[src/rtl/aser_pkg.sv]
package aser_pkg;
  localparam logic [1:0] FMT_DLY = 2'd0;  // delayed two-channel
  localparam logic [1:0] FMT_ALN = 2'd1;  // aligned two-channel
  localparam int MAX_WORD = 24;

  function automatic int unsigned word_bits(input logic [1:0] code);
    case (code)
      2'd0:    return 8;
      2'd1:    return 16;
      2'd2:    return 20;
      default: return 24;
    endcase
  endfunction
endpackage

[src/rtl/aser_edge_mon.sv]
module aser_edge_mon (
  input  logic clk,
  input  logic rst_n,
  input  logic dclk,
  input  logic dfs,
  input  logic fall_cap,
  input  logic pulse_mode,
  output logic launch_ev,
  output logic frame_ev,
  output logic dfs_lvl
);
  logic dclk_q, dclk_qq, dfs_q, dfs_qq;

  always_ff @(posedge clk or negedge rst_n) begin
    if (!rst_n) begin
      dclk_q  <= 1'b0;
      dclk_qq <= 1'b0;
      dfs_q   <= 1'b0;
      dfs_qq  <= 1'b0;
    end else begin
      dclk_q  <= dclk;
      dclk_qq <= dclk_q;
      dfs_q   <= dfs;
      dfs_qq  <= dfs_q;
    end
  end

  // launch edge: dclk moves to the level opposite the capture level
  assign launch_ev = (dclk_q ^ dclk_qq) && (dclk_q == fall_cap);
  assign frame_ev  = pulse_mode ? (dfs_q & ~dfs_qq) : (dfs_q ^ dfs_qq);
  assign dfs_lvl   = dfs_q;

  // a word-start event never lasts two cycles
  a_r1_frame_single: assert property (@(posedge clk) disable iff (!rst_n)
    frame_ev |=> !frame_ev);
endmodule

[src/rtl/aser_shift_eng.sv]
module aser_shift_eng #(
  parameter int DATA_W = 24,
  parameter int CNT_W  = 5
) (
  input  logic              clk,
  input  logic              rst_n,
  input  logic              launch_ev,
  input  logic              frame_ev,
  input  logic              one_slot_delay,
  input  logic [CNT_W-1:0]  nbits,
  input  logic [DATA_W-1:0] word_a,
  input  logic [DATA_W-1:0] word_b,
  input  logic              word_b_en,
  output logic              sdata
);
  logic [DATA_W-1:0] sh, pend_w, nxt_w;
  logic [CNT_W-1:0]  cnt, wbits;
  logic              pend, nxt_v, sd;

  logic [DATA_W-1:0] adv_sh;
  logic [CNT_W-1:0]  adv_cnt;
  logic              adv_sd, adv_nxt_v;

  // one launch step of the word in flight (or the chained second word)
  always_comb begin
    adv_sd    = 1'b0;
    adv_sh    = sh << 1;
    adv_cnt   = cnt;
    adv_nxt_v = nxt_v;
    if (cnt != '0) begin
      adv_sd  = sh[DATA_W-1];
      adv_cnt = cnt - CNT_W'(1);
    end else if (nxt_v) begin
      adv_sd    = nxt_w[DATA_W-1];
      adv_sh    = nxt_w << 1;
      adv_cnt   = wbits - CNT_W'(1);
      adv_nxt_v = 1'b0;
    end
  end

  always_ff @(posedge clk or negedge rst_n) begin
    if (!rst_n) begin
      sh     <= '0;
      pend_w <= '0;
      nxt_w  <= '0;
      cnt    <= '0;
      wbits  <= '0;
      pend   <= 1'b0;
      nxt_v  <= 1'b0;
      sd     <= 1'b0;
    end else if (frame_ev) begin
      if (!one_slot_delay) begin
        sd   <= word_a[DATA_W-1];
        sh   <= word_a << 1;
        cnt  <= nbits - CNT_W'(1);
        pend <= 1'b0;
      end else begin
        sd     <= adv_sd;
        sh     <= adv_sh;
        cnt    <= adv_cnt;
        pend   <= 1'b1;
        pend_w <= word_a;
      end
      wbits <= nbits;
      nxt_w <= word_b;
      nxt_v <= word_b_en;
    end else if (launch_ev) begin
      if (pend) begin
        sd   <= pend_w[DATA_W-1];
        sh   <= pend_w << 1;
        cnt  <= wbits - CNT_W'(1);
        pend <= 1'b0;
      end else begin
        sd    <= adv_sd;
        sh    <= adv_sh;
        cnt   <= adv_cnt;
        nxt_v <= adv_nxt_v;
      end
    end
  end

  assign sdata = sd;

  // data moves only on launch or word-start events
  a_r7_hold_between: assert property (@(posedge clk) disable iff (!rst_n)
    (!launch_ev && !frame_ev) |=> $stable(sdata));
  // remaining-bit count never exceeds the widest word
  a_r5_cnt_range: assert property (@(posedge clk) disable iff (!rst_n)
    int'(cnt) < DATA_W);
endmodule

[src/rtl/aser_slave_tx.sv]
module aser_slave_tx
  import aser_pkg::*;
#(
  parameter int DATA_W = MAX_WORD
) (
  input  logic              clk,
  input  logic              rst_n,
  input  logic              dclk,
  input  logic              dfs,
  input  logic [1:0]        cfg_fmt,
  input  logic              cfg_fall_capture,
  input  logic              cfg_dsp_late,
  input  logic [1:0]        cfg_wlen,
  input  logic              cfg_hold_last,
  input  logic              in_valid,
  input  logic [DATA_W-1:0] in_left,
  input  logic [DATA_W-1:0] in_right,
  output logic              in_ready,
  input  logic              underrun_clr,
  output logic              sdata,
  output logic              underrun
);
  localparam int CNT_W = $clog2(DATA_W + 1);

  logic [1:0]        act_fmt, act_wlen;
  logic              act_fall, act_late, act_hold, started;
  logic [DATA_W-1:0] pair_l, pair_r;
  logic              launch_ev, frame_ev, dfs_lvl, left_start, fetch;
  logic [1:0]        use_fmt, use_wlen;
  logic              use_late, use_hold, use_pulse, delay1, under_q;
  logic [CNT_W-1:0]  nbits;
  logic [DATA_W-1:0] left_w, right_w, first_w;

  aser_edge_mon i_edge (
    .clk, .rst_n, .dclk, .dfs,
    .fall_cap   (act_fall),
    .pulse_mode (act_fmt[1]),
    .launch_ev, .frame_ev, .dfs_lvl
  );

  assign left_start = frame_ev &&
    (act_fmt[1] || ((act_fmt == FMT_DLY) ? !dfs_lvl : dfs_lvl));

  // the configuration for the word that starts now
  assign use_fmt   = left_start ? cfg_fmt       : act_fmt;
  assign use_wlen  = left_start ? cfg_wlen      : act_wlen;
  assign use_late  = left_start ? cfg_dsp_late  : act_late;
  assign use_hold  = left_start ? cfg_hold_last : act_hold;
  assign use_pulse = use_fmt[1];
  assign delay1    = use_pulse ? use_late : (use_fmt == FMT_DLY);
  assign nbits     = CNT_W'(word_bits(use_wlen));

  assign fetch   = left_start && in_valid;
  assign left_w  = fetch ? in_left  : (use_hold ? pair_l : '0);
  assign right_w = fetch ? in_right : (use_hold ? pair_r : '0);
  assign first_w = left_start ? left_w : pair_r;

  aser_shift_eng #(.DATA_W(DATA_W), .CNT_W(CNT_W)) i_shift (
    .clk, .rst_n, .launch_ev, .frame_ev,
    .one_slot_delay (delay1),
    .nbits,
    .word_a    (first_w),
    .word_b    (right_w),
    .word_b_en (left_start && use_pulse),
    .sdata
  );

  always_ff @(posedge clk or negedge rst_n) begin
    if (!rst_n) begin
      act_fmt  <= FMT_DLY;
      act_wlen <= 2'd1;
      act_fall <= 1'b0;
      act_late <= 1'b0;
      act_hold <= 1'b0;
      started  <= 1'b0;
      pair_l   <= '0;
      pair_r   <= '0;
      under_q  <= 1'b0;
    end else begin
      if (!started || left_start) begin
        act_fmt  <= cfg_fmt;
        act_wlen <= cfg_wlen;
        act_fall <= cfg_fall_capture;
        act_late <= cfg_dsp_late;
        act_hold <= cfg_hold_last;
      end
      if (left_start) begin
        started <= 1'b1;
        pair_l  <= left_w;
        pair_r  <= right_w;
      end
      if (left_start && !in_valid) under_q <= 1'b1;
      else if (underrun_clr)       under_q <= 1'b0;
    end
  end

  assign in_ready = left_start;
  assign underrun = under_q;

  // ready is a single-cycle pulse
  a_r8_ready_pulse: assert property (@(posedge clk) disable iff (!rst_n)
    in_ready |=> !in_ready);
  // a missed handshake raises the flag
  a_r9_under_set: assert property (@(posedge clk) disable iff (!rst_n)
    (in_ready && !in_valid) |=> underrun);
  // flag holds until cleared
  a_r9_under_sticky: assert property (@(posedge clk) disable iff (!rst_n)
    (underrun && !underrun_clr) |=> underrun);
  // active word size moves only at a left-word start
  a_r10_cfg_frozen: assert property (@(posedge clk) disable iff (!rst_n)
    (started && !left_start) |=> $stable(act_wlen));
endmodule

[config.mk]
export PLATFORM = sky130hd
export DESIGN_NAME = aser_slave_tx
export DESIGN_NICKNAME = d
export VERILOG_FILES = /design/src/rtl/aser_pkg.sv /design/src/rtl/aser_edge_mon.sv /design/src/rtl/aser_shift_eng.sv /design/src/rtl/aser_slave_tx.sv
export SDC_FILE = /design/constraint.sdc
export NUM_CORES = 1
export LEC_CHECK = 0
export ABC_CLOCK_PERIOD_IN_PS = 4700
export BUFFER_PORTS_ARGS = -buffer_cell sky130_fd_sc_hd__buf_2
export CAP_MARGIN = 20
export CORE_MARGIN = 2
export CORE_UTILIZATION = 65
export DETAILED_ROUTE_END_ITERATION = 12
export PLACE_DENSITY = 0.86
export SLEW_MARGIN = 20
export SYNTH_ARGS = -nofsm -noshare
export SYNTH_HDL_FRONTEND = slang
export SYNTH_HIERARCHICAL = 1
export SYNTH_SLANG_ARGS = --single-unit
[constraint.sdc]
create_clock -name clk -period 4.7 [get_ports clk]
set_input_delay 0.47 -clock clk [delete_from_list [all_inputs] [get_ports clk]]
set_output_delay 0.47 -clock clk [all_outputs]
set_load 0.005 [all_outputs]
== Word level (Yosys, flattened, before mapping) ==
Index checks and enable logic that the tools add are counted.

* Bits in registers: 146
* Bits in latches: 0
* RAM bits: 0
* Bits in read-only memories: 0
* Input port bits: 61
* Output and inout bits: 3
* Word-level logic and storage cells: 91
* Memories kept: 0

* $add $sub $neg: 3
* $mul: 0
* Divide/modulo/power cells: 0
* $lt $le $gt $ge: 0
* Eq/ne operators: 5
* Shift-type cells: 0
* Mux-type cells: 40
* Bitwise operators: 4
* Reductions and logical operators: 18

{| class="wikitable"
|+ Operators by type and width
! kind !! count
|-
| two-way mux 24 bit || 11
|-
| two-way mux 5 bit || 6
|-
| two-way mux 1 bit || 20
|-
| one-hot mux 5 bit (3 select lines) || 1
|-
| subtractor 5 x 1 -> 5 bit (second input constant) || 3
|-
| logical NOT 2 bit || 3
|-
| logical AND 1 bit || 5
|-
| nonzero test 5 bit || 1
|-
| two-way mux 2 bit || 2
|-
| != test 2 bit (second input constant) || 2
|-
| nonzero test 2 bit || 2
|-
| logical NOT 1 bit || 3
|-
| AND reduction 3 bit || 1
|-
| == test 2 x 1 -> 1 bit (second input constant) || 1
|-
| == test 2 bit (second input constant) || 1
|-
| logical OR 1 bit || 2
|-
| AND reduction 2 bit || 1
|-
| XOR 1 bit || 2
|-
| AND 1 bit || 1
|-
| == test 1 bit || 1
|-
| inverter 1 bit || 1
|}

== Depth between registers and ports, before layout ==
Gate-level depths: netlist of run 1.

* Depth after elaboration: 10
* Gate-level depth with buffers: 14
* Gate-level depth less buffers: 13

== By module ==
Netlist of run 1, hierarchy kept.

{| class="wikitable"
|+ By module, submodules not included
! module !! times used !! cells an instance !! area each (sq um) !! sequential area each (sq um)
|-
| aser_shift_eng || 1 || 388 || 4182.8 || 2102.0
|-
| aser_slave_tx || 1 || 379 || 3642.2 || 1427.6
|-
| aser_edge_mon || 1 || 11 || 147.6 || 100.1
|}

== Worst setup path after synthesis of run 1 ==
No wires, ideal clock.

* Path kind: register to register
* Start: register i_edge.dfs_q, in the netlist i_edge/dfs_lvl
* End: register i_shift.sh[13]
* Library setup time: 77 ps
* Data arrival time: 3091 ps
* Required time: 4623 ps
* Path slack: 1531 ps
* Stages on the path, launching flop included: 13
* Buffers on the path: 3
* Period minus slack after synthesis: 3169 ps
* Cell sequence: dfrtp_1 -> ha_1 -> o21ai_0 -> buf_2 -> buf_1 -> nor3b_1 -> a21oi_1 -> o2bb2ai_1 -> nand2_2 -> o21ai_1 -> clkbuf_1 -> o21ai_0 -> a21oi_1

* Elaborated cells on any way between the ends: 19
* Those cells by class: mux (11); bitwise (2); reduce/logical (6)

{| class="wikitable"
|+ RTL lines
! item !! RTL line !! text
|-
| start, declared || aser_edge_mon.sv:12 || <nowiki>logic dclk_q, dclk_qq, dfs_q, dfs_qq;</nowiki>
|-
| start signal, assigned || aser_edge_mon.sv:23 || <nowiki>dfs_q <= dfs;</nowiki>
|-
| XOR 1 bit or AND 1 bit (tied branches) || aser_edge_mon.sv:30 || <nowiki>assign frame_ev = pulse_mode ? (dfs_q & ~dfs_qq) : (dfs_q ^ dfs_qq);</nowiki>
|-
| two-way mux 1 bit (*) || aser_edge_mon.sv:30 ||
|-
| net frame_ev || aser_slave_tx.sv:28 || <nowiki>logic launch_ev, frame_ev, dfs_lvl, left_start, fetch;</nowiki>
|-
| logical AND 1 bit (*) || aser_slave_tx.sv:41 || <nowiki>assign left_start = frame_ev &&</nowiki>
|-
| two-way mux 2 bit || aser_slave_tx.sv:45 || <nowiki>assign use_fmt = left_start ? cfg_fmt : act_fmt;</nowiki>
|-
| logical NOT 2 bit || aser_slave_tx.sv:50 || <nowiki>assign delay1 = use_pulse ? use_late : (use_fmt == FMT_DLY);</nowiki>
|-
| two-way mux 1 bit (*) || aser_slave_tx.sv:50 ||
|-
| net delay1 || aser_slave_tx.sv:30 || <nowiki>logic use_late, use_hold, use_pulse, delay1, under_q;</nowiki>
|-
| two-way mux 24 bit (*) || aser_shift_eng.sv:52 || <nowiki>if (!one_slot_delay) begin</nowiki>
|-
| two-way mux 24 bit (*) || aser_shift_eng.sv:51 || <nowiki>end else if (frame_ev) begin</nowiki>
|-
| end signal, assigned || aser_shift_eng.sv:54 || <nowiki>sh <= word_a << 1;</nowiki>
|-
| end signal, assigned || aser_shift_eng.sv:59 || <nowiki>sh <= adv_sh;</nowiki>
|-
| end signal, assigned || aser_shift_eng.sv:70 || <nowiki>sh <= pend_w << 1;</nowiki>
|-
| end, declared || aser_shift_eng.sv:16 || <nowiki>logic [DATA_W-1:0] sh, pend_w, nxt_w;</nowiki>
|}

The timed path passes the listed nets; every way through them passes the cells marked *.
A chain may end at the register's enable or synchronous reset.

== Worst setup path in the final report of run 1 ==
* Start: register i_edge.dfs_q, in the netlist i_edge/dfs_lvl
* End: output port in_ready

* Elaborated cells on any way between the ends: 7
* Those cells by class: mux (2); bitwise (2); reduce/logical (3)

{| class="wikitable"
|+ RTL lines
! item !! RTL line !! text
|-
| XOR 1 bit or AND 1 bit (tied branches) || aser_edge_mon.sv:30 ||
|-
| two-way mux 1 bit (*) || aser_edge_mon.sv:30 ||
|-
| net frame_ev || aser_slave_tx.sv:28 ||
|-
| logical AND 1 bit (*) || aser_slave_tx.sv:41 ||
|-
| end, declared || aser_slave_tx.sv:18 || <nowiki>output logic in_ready,</nowiki>
|}

Marked as above.

==> metrics.md, run 1 <==
| Metric | Value |
|---|---|
| Status | `completed` |
| Final worst slack | `about 1.2 ns` |
| CTS root buffer | `clkbuf_16` |
| Reg clk slew, reported paths | `about 0.060 ns` |
| CTS Buf Count | `17` |
| Final hold vios | `0` |
| Initial drt markers | `roughly 750` |
| Final #Nets | `~870` |
| Die Y | `~110 um` |
| Largest net degree at the start of global routing | `roughly 110` |
| Synth Flop Type | `dfrtp_1` |
| FF-to-FF setup slack | `between 1 and 1.5 ns` |
| Hold buffer count at cts | `0` |
| Clk_skew | `roughly 0.0086 ns` |
| DRC viols | `0` |
| Tcrit/Tclk final | `73.7%` |
| Worst hold start | `dclk` |
| Critical R2R Capture | `i_shift/sh[10]` |
| WP data required | `between 4 and 5 ns` |
| Pwr dens | `~730 nW/um2` |
| Vias per cell | `roughly 7` |
| First-pass DRT Iterations | `7` |
| Worst-Margin Slew | `1.14 ns` |
| FP Rows | `40` |
| Sequential element share of the synthesized area | `a little under half` |
| RePlAce Congestion | `0.832` |
| Initial antenna violation count | `0` |
| Synth warnings | `6` |
| Asr flop ratio synth | `100%` |
| Max VDD drop | `0.399 mV` |
| Number of I/O pins | `64` |
| Yosys cell types | `62` |
| Mapped Area | `between 7000 and 8000 um2` |
| Max-slew headroom | `roughly a quarter` |
| Pre-CTS setup slack | `between 1 and 1.5 ns` |
| TritonCTS clock tree | `done` |
| Port bufs | `63` |
| Total global routing track utilization | `about a third` |
| Number of flops mapped to enable cells by yosys | `0` |
| Post-CTS Setup Inserts | `0` |
| Routed WL | `around 21,000 um` |
| Ranking of synthesized cells by area | `dfrtp_1 (45%), a22o_1 (7.8%), mux2_2 (7.3%)` |
| Die area | `about 13,000 um2` |
| First-pass GRT wire length | `around 35,000 um` |
| Layout cells sized above 1 | `about 22%` |
| CP Capture Type | `output pin` |
| Post-cts gate resize count | `0` |
| #FFs+latches synth | `between 100 and 150` |
| Max cap viols | `0` |
| LEAKAGE | `between 0.004 and 0.005 uW` |
| Deepest clock path buffer count | `2` |
| Largest area contributor in the netlist | `dfrtp_1` |
| Minimum period implied by the final worst setup slack | `between 3 and 4 ns` |
| Reg-to-reg startpoint | `i_edge/dfs_lvl` |
| Grt ovf | `0` |
| Unrepaired setup endpoints after global routing | `no` |
| Initial core utilization | `between 60 and 70%` |
| Post-DR wirelength/cell | `approximately 22 um` |
| Reg2Reg Depth | `7` |
| Hold EP | `i_edge/dclk_q` |
| CP max FO | `31` |
| Clock latency on the worst-skew pair | `about 0.44 ns` |
| CTS H-Tree Depth | `4` |
| CP Launch Type | `flop` |
| Diode count | `0` |
| Via count | `slightly below 7,000` |
| Die width | `about 110 um` |
| Mapped Cells | `778` |
| Hold path cells | `1` |
| Routed Antenna Nets | `0` |
| DP Wirelength | `13,000 um` |
| Max-slew violations | `0` |
| Number of global-route vias before repair | `6,891` |
| Setup TNS Final | `0 ns` |
| Commonest non-fill, non-tap cell in the layout | `dfrtp_1` |
| Area Growth Syn to Fin | `13.0%` |
| Most frequent cells in the layout | `dfrtp_1 (143), a22o_1 (71), buf_2 (62), mux2_2 (52), o2111ai_1 (48)` |
| HP Class | `in -> reg` |
| Final setup fails | `0` |
| Fmax | `slightly below 300 MHz` |
| Yosys top cell area share | `between 40% and 50%` |
| CTS Sinks | `roughly 150` |
| Worst setup path class | `reg -> out` |
| Core Area | `approximately 12,000 um2` |
| CP arrival | `between 2 and 3 ns` |
| Avg Cell Area, Syn | `10.2 um2` |
## state kept, by name, summed over array words and instances (netlist names), 2 cells and up
register and count:
pair_l 24, i_shift/nxt_w 24, i_shift/cnt 5, i_shift/pend_w 24, act_wlen 2, pair_r 24, i_shift/sh 23, act_fmt 2
i_shift/wbits 5
## critical path: stages, from the launching register on
cell	delay (ns)
dfrtp_1	0.48
ha_1	0.38
o21ai_4	0.62
o21ai_4	0.20
inv_2	0.63
buf_2	0.24
## cell usage after synthesis (3+ instances only)
library cell,number
a21boi_0,22
a21o_1,3
a21oi_1,31
a221oi_1,25
a22o_1,71
a31oi_1,6
and2_1,3
and3_1,23
buf_1,5
buf_2,20
clkbuf_1,47
dfrtp_1,144
ha_1,6
inv_1,39
mux2_1,23
mux2_2,52
nand2_1,44
nand2b_1,9
nand3_1,25
nor2_1,31
nor2b_1,8
nor3b_1,3
o2111ai_1,48
o211ai_1,9
o21ai_0,15
o21ai_1,17
xor2_1,6
## report_power, final
part	internal [uW]	switching (uW)	leakage (uW)
logic	1150	1540	0.00199
clock network	990	544	0.000307
registers	1850	505	0.00182
## layout make-up
type / count / area, um2
well taps: 147 / 184
clock buffers: 17 / 425
fillers: 808 / 3010
flip-flops and latches: 145 / 3630
inverters: 40 / 150
repair buffers: 78 / 434
clock inverters: 15 / 240
multi-input cells: 524 / 3940
## cells by family after synthesis
logic type,synth area share (%)
flip-flops,45.5
multiplexers,10.7
buffers and inverters,5.99
AND/OR/NAND/NOR,10.3
other,0.0470
AO/OA/AOI/OAI,25.5
adder cells (fa/ha/maj),0.942
XOR/XNOR,0.973
## how the worst max path moves through the flow
| stage | startpoint | depth (start not counted) | slack (ns) | endpoint |
|---|---|---|---|---|
| after floorplan | i_edge/dfs_lvl | 12 | 1.53 | i_shift/sh[13] |
| after global placement | act_fmt[1] | 7 | 1.32 | pair_l[9] |
| after detailed placement | act_fmt[1] | 7 | 1.12 | i_shift/sh[1] |
| after CTS | act_fmt[1] | 5 | 1.02 | in_ready |
| after global routing | i_edge/dfs_lvl | 5 | 1.06 | in_ready |
| final | i_edge/dfs_lvl | 5 | 1.24 | in_ready |
## per-layer routing
metal,wire (um),GRT usage [%]
met3,1450,6.38
met2,10400,56.5
met5,0,0
met4,1150,19.8
met1,8300,41.5
## through the flow
step | power, uW | utilization (%) | std cells | cell area [um2] | hold slack, ns
3_3_place_gp | 4800 | 69.4 | 934 | 8330 | 0.379
3_5_place_dp | 4950 | 69.4 | 934 | 8340 | 0.389
4_1_cts | 6530 | 75.0 | 966 | 9000 | 0.138
6_report | 6580 | 75.0 | 966 | 9010 | 0.146
2_1_floorplan | 4200 | - | 784 | 8000 | 0.174
5_1_grt | 6940 | 75.0 | 966 | 9010 | 0.137
No activity file was read; power rests on OpenSTA's default activity.
==> run 2: changes to the inputs <==
--- a/config.mk
+++ b/config.mk
@@ -5,13 +5,13 @@
 export SDC_FILE = /design/constraint.sdc
 export NUM_CORES = 1
 export LEC_CHECK = 0
-export ABC_CLOCK_PERIOD_IN_PS = 4700
+export ABC_CLOCK_PERIOD_IN_PS = 2900
 export BUFFER_PORTS_ARGS = -buffer_cell sky130_fd_sc_hd__buf_2
 export CAP_MARGIN = 20
 export CORE_MARGIN = 2
-export CORE_UTILIZATION = 65
+export CORE_UTILIZATION = 55
 export DETAILED_ROUTE_END_ITERATION = 12
-export PLACE_DENSITY = 0.86
+export PLACE_DENSITY = 0.77
 export SLEW_MARGIN = 20
 export SYNTH_ARGS = -nofsm -noshare
 export SYNTH_HDL_FRONTEND = slang
==> constraint.sdc (replaced) <==
create_clock -name clk -period 2.9 [get_ports clk]
set_input_delay 0.29 -clock clk [delete_from_list [all_inputs] [get_ports clk]]
set_output_delay 0.29 -clock clk [all_outputs]
set_load 0.005 [all_outputs]
==> run 2 against run 1 <==
Compared with the run above: die area rose by 18%; power rose by 62%; flip-flop and latch count did not move; critical path type is now reg -> reg.
==> metrics.md, run 2 (synthesis gave the netlist of run 1 again) <==
| Metric | Value |
|---|---|
| Status | `completed (unchanged)` |
| Post-cts gate resize count | `0 (unchanged)` |
| Die area | `15,500 um2 (was 13,200 um2)` |
| CP Capture Type | `flop (was output pin)` |
| Pwr dens | `1160 nW/um2 (was 731 nW/um2)` |
| Fill count | `1,098 (was 808)` |
| Max-slew headroom | `28.4% (was 24.1%)` |
| Minimum period implied by the final worst setup slack | `around 2.7 ns` |
| Deepest clock path buffer count | `2 (unchanged)` |
| First-pass DRT Iterations | `5 (was 7)` |
| Clock latency on the worst-skew pair | `0.43 ns (was 0.44 ns)` |
| Post-CTS Setup Inserts | `0 (unchanged)` |
| CP Launch Type | `flop (unchanged)` |
| Routed Antenna Nets | `0 (unchanged)` |
| Setup TNS Final | `0 ns (unchanged)` |
| LEAKAGE | `0.00421 uW (was 0.00412 uW)` |
| Largest net degree at the start of global routing | `78 (was 108)` |
| Most frequent cells in the layout | `dfrtp_1 (144), a22o_1 (71), buf_2 (62), mux2_2 (52), o2111ai_1 (48) (was dfrtp_1 (143), a22o_1 (71), buf_2 (62), mux2_2 (52), o2111ai_1 (48))` |
| Die Y | `124 um (was 115 um)` |
| Worst setup path class | `reg -> reg (was reg -> out)` |
| Diode count | `0 (unchanged)` |
| Number of I/O pins | `64 (unchanged)` |
| Worst-Margin Slew | `1.07 ns (was 1.14 ns)` |
| Unrepaired setup endpoints after global routing | `no (unchanged)` |
| Area Growth Syn to Fin | `15.3% (was 13.0%)` |
| Reg clk slew, reported paths | `0.06 ns (about the same)` |
| Layout cells sized above 1 | `23.4% (was 22.2%)` |
| WP data required | `3.19 ns (was 4.23 ns)` |
| CTS H-Tree Depth | `4 (unchanged)` |
| RePlAce Congestion | `0.909 (was 0.832)` |
| CP arrival | `3.00 ns (was 2.99 ns)` |
| CTS Buf Count | `17 (unchanged)` |
| Final hold vios | `0 (unchanged)` |
| Port bufs | `63 (unchanged)` |
| Area of the multi-input gates | `3940 um2 (about the same)` |
| Clk_skew | `0.00612 ns (was 0.00856 ns)` |
| Via count | `6,888 (was 6,746)` |
| Sequential Area | `3630 um2 (about the same)` |
| Final #Nets | `891 (was 873)` |
| Fmax | `369 MHz` |
| Total power | `10,700 uW (was 6580 uW)` |
| DP Wirelength | `14,000 um (was 13,000 um)` |
| TritonCTS clock tree | `done (unchanged)` |
| Max VDD drop | `0.583 mV (was 0.399 mV)` |
| Min Hold Slack | `0.0732 ns (was 0.146 ns)` |
| Final Util | `64.0% (was 75.0%)` |
| Max cap viols | `0 (unchanged)` |
| Total global routing track utilization | `28.8% (was 33.9%)` |
| Final setup fails | `0 (unchanged)` |
| Vias per cell | `6.75 (was 6.98)` |
| Commonest non-fill, non-tap cell in the layout | `dfrtp_1 (unchanged)` |
| Initial drt markers | `632 (was 747)` |
| Routed WL | `22,200 um (was 21,300 um)` |
| Post-DR wirelength/cell | `21.8 um (was 22.1 um)` |
| Grt ovf | `0 (unchanged)` |
| CTS Sinks | `145 (unchanged)` |
| Number of global-route vias before repair | `6,973 (was 6,891)` |
| Max-slew violations | `0 (unchanged)` |
| Initial antenna violation count | `0 (unchanged)` |
| CTS root buffer | `clkbuf_16 (unchanged)` |
| CP max FO | `10 (was 31)` |
| DRC viols | `0 (unchanged)` |
| Tcrit/Tclk final | `a little over 90%` |
| First-pass GRT wire length | `35,600 um (was 34,600 um)` |
| Initial core utilization | `55.5% (was 66.4%)` |
| Die width | `124 um (was 115 um)` |
| HP Class | `in -> reg (unchanged)` |
| FP Rows | `44 (was 40)` |
| Core Area | `14,400 um2 (was 12,000 um2)` |
[run 2: changes by cell type in the layout (fill, tap and decap cells not counted), moves of 2 or more]
cell,change
bufinv_16,-2
buf_4,+12
dlygate4sd3_1,+3
buf_12,+3
clkinvlp_4,-4
clkinv_4,+3
[run 2: path summary, 6_finish.rpt]
path	startpoint	endpoint	slack (ns)	depth (start not counted)
worst max-delay path	i_edge/dfs_lvl	i_shift/cnt[4]	0.19	11
worst min-delay path	underrun_clr	underrun	0.07	2
worst max register to register	i_edge/dfs_lvl	i_shift/cnt[4]	0.19	11
worst min register to register	i_edge/dclk_q	i_edge/dclk_qq	0.40	0
max in group asynchronous	rst_n	act_wlen[0]	1.62	3
min in group asynchronous	rst_n	pair_l[21]	0.44	2
[run 2: routing by layer]
metal  vias up  global-route usage (%)  wire length (um)
met5         -                       0                 0
met4         0                    14.7               810
met3        72                    6.06              1660
met2       332                    46.4             10800
met1      3470                    36.7              8950
li1       3014                       -                 -
[run 2: critical path, stage by stage (launching register included)]
cell and delay, ns:
dfrtp_1 0.47, ha_1 0.37, o21ai_4 0.30, nand2_1 0.09, a21oi_1 0.25, a21oi_1 0.10, ha_1 0.31, inv_1 0.09
nor3b_1 0.26, xor2_1 0.12, nand2_1 0.09, o221ai_1 0.12
[run 2: cell type report]
| cell class | instances | share of cell area, % |
|---|---|---|
| Multi-Input combinational cell | 524 | 42.9 |
| Sequential cell | 145 | 39.5 |
| Timing Repair Buffer | 96 | 6.68 |
| Clock buffer | 19 | 4.82 |
| Tap cell | 184 | 2.50 |
| Clock inverter | 13 | 2.01 |
| Inverter | 40 | 1.63 |
[run 2: where the power goes]
part	total [uW]	internal (uW)	switching, uW
logic	4550	1980	2570
registers	3760	2990	768
clock network	2340	1460	882
[run 2: through the flow]
stage | cell area [um2] | worst slack (ns) | std cells
after floorplan | 8000 | 0.0801 | 784
after global placement | 8530 | 0.303 | 986
after detailed placement | 8530 | 0.199 | 986
after CTS | 9190 | 0.189 | 1021
after global routing | 9190 | 0.0149 | 1021
final | 9190 | 0.190 | 1021
[run 2: what timing repair did]
item / 4_1_cts / 5_1_grt
endpoints found under the setup margin: 0 / 2
endpoints found under the hold margin: 75 / 0
hold buffers: 3 / 0
==> run 3: changes to the inputs <==
--- a/config.mk
+++ b/config.mk
@@ -7,11 +7,12 @@
 export LEC_CHECK = 0
 export ABC_CLOCK_PERIOD_IN_PS = 2900
 export BUFFER_PORTS_ARGS = -buffer_cell sky130_fd_sc_hd__buf_2
-export CAP_MARGIN = 20
+export CELL_PAD_IN_SITES_DETAIL_PLACEMENT = 1
+export CELL_PAD_IN_SITES_GLOBAL_PLACEMENT = 1
 export CORE_MARGIN = 2
-export CORE_UTILIZATION = 55
+export CORE_UTILIZATION = 43
 export DETAILED_ROUTE_END_ITERATION = 12
-export PLACE_DENSITY = 0.77
+export PLACE_DENSITY_LB_ADDON = 0.1
 export SLEW_MARGIN = 20
 export SYNTH_ARGS = -nofsm -noshare
 export SYNTH_HDL_FRONTEND = slang
==> run 3 against run 2 <==
Compared with the run above: the flow now finishes with violations (design-rule violations); flip-flop and latch count did not move; sequential power about the same; clock power up 2%.
==> metrics.md, run 3 (synthesis gave the netlist of run 1 again) <==
| Metric | Value |
|---|---|
| Vias per cell | `6.25 (was 6.75)` |
| Initial drt markers | `533 (was 632)` |
| CTS root buffer | `clkbuf_16 (unchanged)` |
| Post-cts gate resize count | `0 (unchanged)` |
| Diode count | `0 (unchanged)` |
| Minimum period implied by the final worst setup slack | `2.59 ns (was 2.71 ns)` |
| FF-to-FF setup slack | `0.31 ns (was 0.19 ns)` |
| Setup TNS Final | `0 ns (unchanged)` |
| Final setup fails | `0 (unchanged)` |
| CTS Sinks | `145 (unchanged)` |
| DP Wirelength | `16,500 um (was 14,000 um)` |
| RePlAce Congestion | `0.880 (was 0.909)` |
| Hold EP | `pair_l[3] (was underrun)` |
| Fill count | `1,960 (was 1,098)` |
| Die Y | `140 um (was 124 um)` |
| Deepest clock path buffer count | `2 (unchanged)` |
| Hold path cells | `2 (unchanged)` |
| Grt peak-use layer | `met2 (unchanged)` |
| Final #Nets | `893 (was 891)` |
| Critical R2R Capture | `i_shift/sh[11] (was i_shift/cnt[4])` |
| Die area | `19,600 um2 (was 15,500 um2)` |
| HP Class | `in -> reg (unchanged)` |
| CP Launch Type | `flop (unchanged)` |
| Max-slew headroom | `53.2% (was 28.4%)` |
| Number of I/O pins | `64 (unchanged)` |
| Most frequent cells in the layout | `dfrtp_1 (144), a22o_1 (71), buf_2 (62), mux2_2 (52), o2111ai_1 (48) (unchanged)` |
| Reg-to-reg startpoint | `i_edge/dfs_lvl (unchanged)` |
| Met2 GRT Util | `45.6% (was 46.4%)` |
| Grt ovf | `0 (unchanged)` |
| Max cap viols | `0 (unchanged)` |
| WP data required | `3.23 ns (was 3.19 ns)` |
| CP max-delay cell | `dfrtp_1 (unchanged)` |
| Number of global-route vias before repair | `7,248 (was 6,973)` |
| Via count | `6,671 (was 6,888)` |
| Clk_skew | `0.00952 ns (was 0.00612 ns)` |
| Crit-path cells | `ha_1 -> o21ai_4 -> buf_4 -> nor3b_1 -> a21oi_1 -> o2bb2ai_1 -> nand2_2 -> o21ai_2 -> buf_4 -> o21ai_0 -> a21oi_1 (was ha_1 -> o21ai_4 -> nand2_1 -> a21oi_1 -> a21oi_1 -> ha_1 -> inv_1 -> nor3b_1 -> xor2_1 -> nand2_1 -> o221ai_1)` |
| CTS H-Tree Depth | `4 (unchanged)` |
| CP arrival | `2.92 ns (was 3.00 ns)` |
| Total global routing track utilization | `26.4% (was 28.8%)` |
| Sequential Area | `3630 um2 (unchanged)` |
| Final Util | `51.3% (was 64.0%)` |
| DRC viols | `5 (was 0)` |
| Area Growth Syn to Fin | `16.4% (was 15.3%)` |
| Worst-Margin Slew | `0.700 ns (was 1.07 ns)` |
| Worst setup path class | `reg -> reg (unchanged)` |
| Tcrit/Tclk final | `89.3% (was 93.5%)` |
| CP Capture Type | `flop (unchanged)` |
| Commonest non-fill, non-tap cell in the layout | `dfrtp_1 (unchanged)` |
| Area of the multi-input gates | `3950 um2 (was 3940 um2)` |
| Status | `finished with violations (was completed)` |
| Reg clk slew, reported paths | `0.06 ns (about the same)` |
| M3 GR Usage | `4.48% (was 6.06%)` |
| Met1 usage in global routing | `33.2% (was 36.7%)` |
| Final hold vios | `0 (unchanged)` |
| Routed WL | `25,100 um (was 22,200 um)` |
| Die width | `140 um (was 124 um)` |
| FP Rows | `49 (was 44)` |
| TritonCTS clock tree | `done (unchanged)` |
| Largest net degree at the start of global routing | `57 (was 78)` |
| Reg2Reg Depth | `11 (unchanged)` |
| First-pass DRT Iterations | `11 (was 5)` |
| Port bufs | `63 (unchanged)` |
| Max VDD drop | `0.425 mV (was 0.583 mV)` |
| LEAKAGE | `0.00422 uW (was 0.00421 uW)` |
| Initial antenna violation count | `0 (unchanged)` |
| Routed Antenna Nets | `0 (unchanged)` |
| Initial core utilization | `44.1% (was 55.5%)` |
| Unrepaired setup endpoints after global routing | `no (unchanged)` |
| Layout cells sized above 1 | `23.8% (was 23.4%)` |
| Post-DR wirelength/cell | `23.5 um (was 21.8 um)` |
| Fmax | `386 MHz (was 369 MHz)` |
| Max-slew violations | `0 (unchanged)` |
| Pwr dens | `1170 nW/um2 (was 1160 nW/um2)` |
| Core Area | `18,100 um2 (was 14,400 um2)` |
| First-pass GRT wire length | `40,500 um (was 35,600 um)` |
| Worst hold start | `in_left[3] (was underrun_clr)` |
| Critical Path Start | `i_edge/dfs_lvl (unchanged)` |
| CP max FO | `12 (was 10)` |
| Clock latency on the worst-skew pair | `0.42 ns (was 0.43 ns)` |
| Failing checks | `design-rule violations` |
| Slowest stage delay, CP | `0.39 ns (was 0.47 ns)` |
| CTS Buf Count | `17 (unchanged)` |
[run 3: how the worst max path moves through the flow]
stage,to,slack (ns),cells after the start
2_1_floorplan,i_shift/sh[16],0.08,12
3_3_place_gp,i_shift/cnt[3],0.37,9
3_5_place_dp,i_shift/cnt[2],0.30,10
4_1_cts,i_shift/cnt[3],0.23,9
5_1_grt,i_shift/cnt[3],0.16,10
6_report,i_shift/sh[11],0.31,11
[run 3: layout make-up]
cell class              instances  share of cell area (%)
repair buffers                 98                    6.78
clock buffers                  19                    4.88
multi-input cells             524                    42.5
inverters                      40                    1.62
flip-flops and latches        145                    39.1
clock inverters                13                    2.00
well taps                     229                    3.09
[run 3: repair_timing]
item	4_1_cts	5_1_grt
hold endpoints to repair	55	0
buffers inserted	0	3
setup endpoints to repair	0	1
hold buffers	3	0
[run 3: report_power, final]
group	leakage [uW]	switching (uW)	internal, uW
sequential	0.00182	759	2990
clock	0.000297	898	1490
combinational	0.00210	2690	2000
[run 3: stage by stage]
stage	setup slack [ns]	cell area [um2]	power [uW]	std cells	hold slack, ns
after global routing	0.155	9280	11500	1068	0.0967
after floorplan	0.0801	8000	6820	784	-0.00559
after global placement	0.371	8590	8140	1030	0.291
final	0.310	9280	10800	1068	0.109
after detailed placement	0.295	8590	8380	1030	0.291
after CTS	0.231	9250	10800	1065	0.0886
[run 3: per-layer routing]
layer,part of all wire (%),up-vias
li1,-,3003
met1,42,3493
met2,52,140
met3,2.7,35
met4,2.8,0
met5,0,-
[run 3: worst max-delay path: cells and delay by family (launching register included)]
family | cells | cell delay [ns]
AO/OA/AOI/OAI | 6 | 1.13
adder cells (fa/ha/maj) | 1 | 0.34
buffers and inverters | 2 | 0.47
flip-flops | 1 | 0.39
AND/OR/NAND/NOR | 2 | 0.18
